## src/rtl/patpred_pkg.sv

```systemverilog
package patpred_pkg;

  // Left rotation by one place: the MSB wraps around to bit 0.
  function automatic logic [63:0] rot_left(input logic [63:0] v, input int unsigned w);
    logic [63:0] r;
    r = '0;
    for (int i = 0; i < 64; i++) begin
      if (i < w) r[i] = (i == 0) ? v[w-1] : v[i-1];
    end
    return r;
  endfunction

  // Next state after a resolve: rotate, then complement every bit if the guess was wrong.
  function automatic logic [63:0] advance(input logic [63:0] v, input int unsigned w,
                                          input logic wrong);
    logic [63:0] r;
    r = rot_left(v, w);
    for (int i = 0; i < 64; i++) begin
      if (i < w && wrong) r[i] = ~r[i];
    end
    return r;
  endfunction

endpackage

```

## src/rtl/patpred_judge.sv

```systemverilog
module patpred_judge (
  input  logic rst_n,
  input  logic load_i,
  input  logic resolve_i,
  input  logic outcome_i,
  input  logic guess_i,
  output logic resolve_evt_o,
  output logic miss_evt_o
);
  // A resolve counts only outside reset and when no load overrides it.
  assign resolve_evt_o = rst_n & resolve_i & ~load_i;
  assign miss_evt_o    = resolve_evt_o & (outcome_i ^ guess_i);
endmodule

```

## src/rtl/patpred_store.sv

```systemverilog
module patpred_store #(
  parameter int unsigned N = 8
) (
  input  logic         clk,
  input  logic         rst_n,
  input  logic         load_i,
  input  logic [N-1:0] pattern_i,
  input  logic         step_i,
  input  logic         wrong_i,
  output logic [N-1:0] state_o
);
  import patpred_pkg::*;

  logic [N-1:0] state_q;
  logic [N-1:0] next_step;
  logic [63:0]  wide_next;

  assign wide_next = advance(64'(state_q), N, wrong_i);
  assign next_step = wide_next[N-1:0];

  always_ff @(posedge clk) begin
    if (!rst_n || load_i) state_q <= pattern_i;
    else if (step_i)      state_q <= next_step;
  end

  assign state_o = state_q;
endmodule

```

## src/rtl/patpred_top.sv

```systemverilog
module patpred_top #(
  parameter int unsigned N = 8
) (
  input  logic         clk,
  input  logic         rst_n,
  input  logic         load_i,
  input  logic [N-1:0] pattern_i,
  input  logic         resolve_i,
  input  logic         outcome_i,
  output logic         predict_o,
  output logic         mispredict_o
);
  localparam int unsigned MSB = N - 1;

  logic [N-1:0] state_q;
  logic         resolve_evt;
  logic         miss_evt;

  patpred_judge u_judge (
    .rst_n        (rst_n),
    .load_i       (load_i),
    .resolve_i    (resolve_i),
    .outcome_i    (outcome_i),
    .guess_i      (state_q[MSB]),
    .resolve_evt_o(resolve_evt),
    .miss_evt_o   (miss_evt)
  );

  patpred_store #(.N(N)) u_store (
    .clk      (clk),
    .rst_n    (rst_n),
    .load_i   (load_i),
    .pattern_i(pattern_i),
    .step_i   (resolve_evt),
    .wrong_i  (miss_evt),
    .state_o  (state_q)
  );

  assign predict_o    = state_q[MSB];
  assign mispredict_o = miss_evt;
endmodule

```

## config.mk

```make
export PLATFORM = sky130hd
export DESIGN_NAME = patpred_top
export DESIGN_NICKNAME = d
export VERILOG_FILES = /design/src/rtl/patpred_pkg.sv /design/src/rtl/patpred_judge.sv /design/src/rtl/patpred_store.sv /design/src/rtl/patpred_top.sv
export SDC_FILE = /design/constraint.sdc
export NUM_CORES = 1
export LEC_CHECK = 0
export BUFFER_PORTS_ARGS = -buffer_cell sky130_fd_sc_hd__buf_2
export CAP_MARGIN = 20
export CORE_AREA = 4 4 42 44
export CTS_BUF_LIST = sky130_fd_sc_hd__clkbuf_4
export DETAILED_ROUTE_END_ITERATION = 10
export DIE_AREA = 0 0 46 48
export PLACE_DENSITY_LB_ADDON = 0.25
export SKIP_LAST_GASP = 1
export SYNTH_ARGS = -nofsm -noshare
export SYNTH_HDL_FRONTEND = slang
export SYNTH_SLANG_ARGS = --single-unit
export TNS_END_PERCENT = 30
```

## constraint.sdc

```tcl
create_clock -name clk -period 2.1 [get_ports clk]
set_input_delay 0.21 -clock clk [delete_from_list [all_inputs] [get_ports clk]]
set_output_delay 0.21 -clock clk [all_outputs]
set_load 0.01 [all_outputs]
```

# [After elaboration in Yosys (flattened, before gate mapping)]
# Index checks and enable logic that the tools add are counted.
[word_totals] n_memories=0 latch_bits=0 ff_bits=8 ramBits=0 rom_bits=0 output_inout_bits=2
[op_classes] n_div=0 bitwise=13 order_cmp=0 n_mul=0 eq_ne=0 muxes=10 reduce_logical=3 add_sub_neg=0 shifts=0
[ops] operator="$mux 8" count=2
[ops] operator="$not 1->1" count=9
[ops] operator="$mux 1" count=8
[ops] operator="$and 1x1->1" count=3
[ops] operator="$reduce_bool 2->1" count=1
[ops] operator="$logic_not 1->1" count=1
[ops] operator="$logic_or 1x1->1" count=1
[ops] operator="$xor 1x1->1" count=1

# [Depth between registers and ports, before layout]
[depth] word_depth=6 mapped_depth=4 mapped_depth_nobuf=3

# [Cells and area by module]
# From an unflattened synthesis, not the netlist that was laid out.
[hier_totals] cells_unflattened=32 hier_area_um2=499.2
[by_module_without_submodules] mod="patpred_store" seq_area_each_um2=240.2 cells_per_inst=28 area_per_inst_um2=473.0 n_inst=1
[by_module_without_submodules] mod="patpred_judge" seq_area_each_um2=0.0 cells_per_inst=4 area_per_inst_um2=26.3 n_inst=1

# [Worst setup path after synthesis]
# Ideal clock, no wire load.
[synth_path] kind="register to register" from="register u_store.state_q[7], in the netlist u_store.state_o[7]" to="register u_store.state_q[5], in the netlist u_store.state_o[5], data pin" stages_incl_launch_ff=5 period_less_slack_ns=1.500 t_required_ns=1.841 n_path_buf=1 path_slack_ns=0.600 setup_time_ns=0.259 arrival_time_ns=1.241 cell_sequence="edfxtp_1 > xor2_2 > buf_6 > and3_2 > o31a_1"
[synth_between] elab_chain_len=5
[synth_rtl] element="start, declared" line_no="patpred_store.sv:14" text="logic [N-1:0] state_q;"
[synth_rtl] element="start signal, assigned" line_no="patpred_store.sv:22" text="if (!rst_n || load_i) state_q <= pattern_i;"
[synth_rtl] element="start signal, assigned" line_no="patpred_store.sv:23" text="else if (step_i) state_q <= next_step;"
[synth_rtl] element="$xor 1x1->1" line_no="patpred_judge.sv:12" text="assign miss_evt_o = resolve_evt_o & (outcome_i ^ guess_i);"
[synth_rtl] element="$and 1x1->1" line_no="patpred_judge.sv:12"
[synth_rtl] element="$mux 1" line_no="patpred_pkg.sv:19" text="if (i < w && wrong) r[i] = ~r[i];"
[synth_rtl] element="$mux 8" line_no="patpred_store.sv:23"
[synth_rtl] element="$mux 8" line_no="patpred_store.sv:22"
# No other way between the ends. The select of a mux whose other input is x is not followed.
# A chain may end at the register's enable or synchronous reset.

# [Worst setup path in the final report]
[layout_path] from="register u_store.state_q[7], in the netlist u_store.state_o[7]" to="output port mispredict_o"
[layout_between] elab_chain_len=2
[layout_rtl] element="$xor 1x1->1" line_no="patpred_judge.sv:12"
[layout_rtl] element="$and 1x1->1" line_no="patpred_judge.sv:12"
[layout_rtl] element="end, declared" line_no="patpred_top.sv:11" text="output logic mispredict_o"
# No other way between the ends.

==> flow_summary.yaml <==
synth:
  synth_nets: 67
  synth-compound-area-share_pct: 18.7
  netlist_area_um2: 543
  seq_area_frac_synth_pct: 44.2
  yosys_warnings: 0
  synthCells: 54
  synth_top_family_by_area: "simple AND/OR/NAND/NOR gates"
  synth_area_per_cell_um2: 10.1
  ys_seq_elements: 8
  synth-xor-area-share_pct: 3.00
  synth-adder-area-share_pct: 0
  yosys.area_share.simple_pct: 22.1
  synth.distinct_cells: 15
  synth_mux_area_share_pct: 1.84
cells_and_area:
  final_cell_area_um2: 634
  mostFrequentLayoutCell: "buf_2"
  largest_reg_flops: 8
  final_net_count: 84
  layout-area-overhead-vs-synth_pct: 16.8
  final_cell_mix: "buf_2, nand2b_1, edfxtp_1"
  fin_util_pct: 44.2
  drive_gt1_share_pct: 39.1
  diodes: 0
  fillers: 148
run_status:
  status: "complete, no violations"
floorplan:
  rows: 14
  dieArea_um2: 2210
  top_level_ports: 15
  die_w_um: 46
  fp.dieH_um: 48
  start_util_pct: 37.8
  core_area_um2: 1440
timing:
  rsz0062_at_grt: "false"
  worst_pin_slew_ns: 0.522
  finalSetupTns_ns: 0
  timing.max_slew.rel_slack_pct: 65.2
  setup_violations: 0
  fin_ws_ns: 0.363
  holdWs_ns: 0.234
  fin_crit_ns: 1.74
  finClkSkew_ns: 0.0111
  fmax_mhz: 576
  hold_violations: 0
  min_period_over_period_pct: 82.7
  slew_viol_final: 0
grt:
  grt_pass1_wl_um: 1510
  grt_pass1_vias: 360
  track_usage_pct: 10.0
  grt_max_degree: 18
  antenna_found_initial: 0
  gr-total-overflow: 0
pwr:
  ir_drop_uv: 357
  powerDensity_nw_per_um2: 650
  power.static_leakage_nw: 0.303
cts:
  cts_sinks: 8
  cts_resized: 0
  post_cts_buffers: 0
  worstSkewPairLatency_ns: 0.26
  cts_root_buf: "clkbuf_4"
  clkSlewWorstSetupHoldPaths_ns: 0.06
  postCtsHoldBufs: 0
  cts_tree: "yes"
  cts_buffers: 3
  cts_buffer_depth: 2
  htreeDepth: 1
run:
  cap_violations: 0
route:
  routed_wl_um: 982
  wire_per_inst_um: 11.6
  drt_iter0_drc: 8
  avgViaCountPerCell: 4.65
  route.vias.total: 395
  firstDrtPassIters: 2
  antenna_left: 0
  drc_errors: 0
placed_design:
  io_buffer_count: 14
  place_ws_ns: 0.515
  gp_congestion: 0.702
  dpl.hpwl_um: 691
  post_dp_cell_area_um2: 612
critical_path:
  end_kind: "output port"
  cp.arrival_ns: 1.53
  path_class: "flip-flop to output port"
  cp_max_fo: 15
  worstSetupStartpointType: "flip-flop"
  required_ns: 1.89
worst_hold_path:
  min_path_type: "input port to flip-flop"
-- where the power goes --
part,total [mW],leakage [nW],switching [mW],internal [mW]
clock network,0.122,0.0138,0.0567,0.0657
registers,0.202,0.0821,0.00589,0.196
logic,0.0885,0.207,0.0462,0.0423
-- synthesized netlist by cell type, drive strengths merged --
cell type | number | area (um2)
xor2 | 1 | 16.3
or2 | 1 | 6.26
nor2 | 1 | 3.75
o21ai | 1 | 5.00
edfxtp | 8 | 240
inv | 7 | 26.3
o31a | 7 | 61.3
buf | 1 | 11.3
mux2i | 1 | 10.0
clkbuf | 2 | 17.5
a21oi | 7 | 35.0
and3 | 7 | 52.6
nand2b | 8 | 50.1
nand2 | 2 | 7.51
-- routing by layer --
metal	vias to the layer above	track usage, %	part of all wire (%)
met2	8	14.3	42
met1	164	13.2	51
met4	0	6.82	1.4
met5	-	0	0
li1	221	-	-
met3	2	2.63	5.7
-- cell families after synthesis --
logic type      count (synthesis)
flops                           8
simple gates                   19
xor+xnor                        1
mux                             1
buf+inv                        10
compound gates                 15
-- final timing paths --
path / start / end / slack, ns / cells after the start
setup / recovery: u_store.state_o[7]$_DFFE_PP_ / mispredict_o / 0.36 / 4
setup reg to reg: u_store.state_o[7]$_DFFE_PP_ / u_store.state_o[3]$_DFFE_PP_ / 0.47 / 3
hold / removal: pattern_i[0] / u_store.state_o[0]$_DFFE_PP_ / 0.23 / 3
hold reg to reg: u_store.state_o[6]$_DFFE_PP_ / u_store.state_o[7]$_DFFE_PP_ / 0.70 / 3
-- layout make-up --
class,instances,area (um2),share of cell area (%)
clock buffer,3,22.5,3.55
inverter,7,26.3,4.14
multi-input combinational,36,248,39.1
sequential,8,240,37.9
tap,16,20.0,3.16
timing repair buffer,15,77.6,12.2
-- through the flow --
stage	power, mW	std cells
after floorplan	0.275	54
after global placement	0.292	82
after detailed placement	0.293	82
after CTS	0.413	85
after global routing	0.436	85
final	0.412	85
-- critical path, stage by stage, from the launching register on --
cell	delay, ns
edfxtp_1	0.45
xor2_2	0.49
nand2_1	0.10
nor2_1	0.09
buf_2	0.14
(Power assumes the default switching activity.)
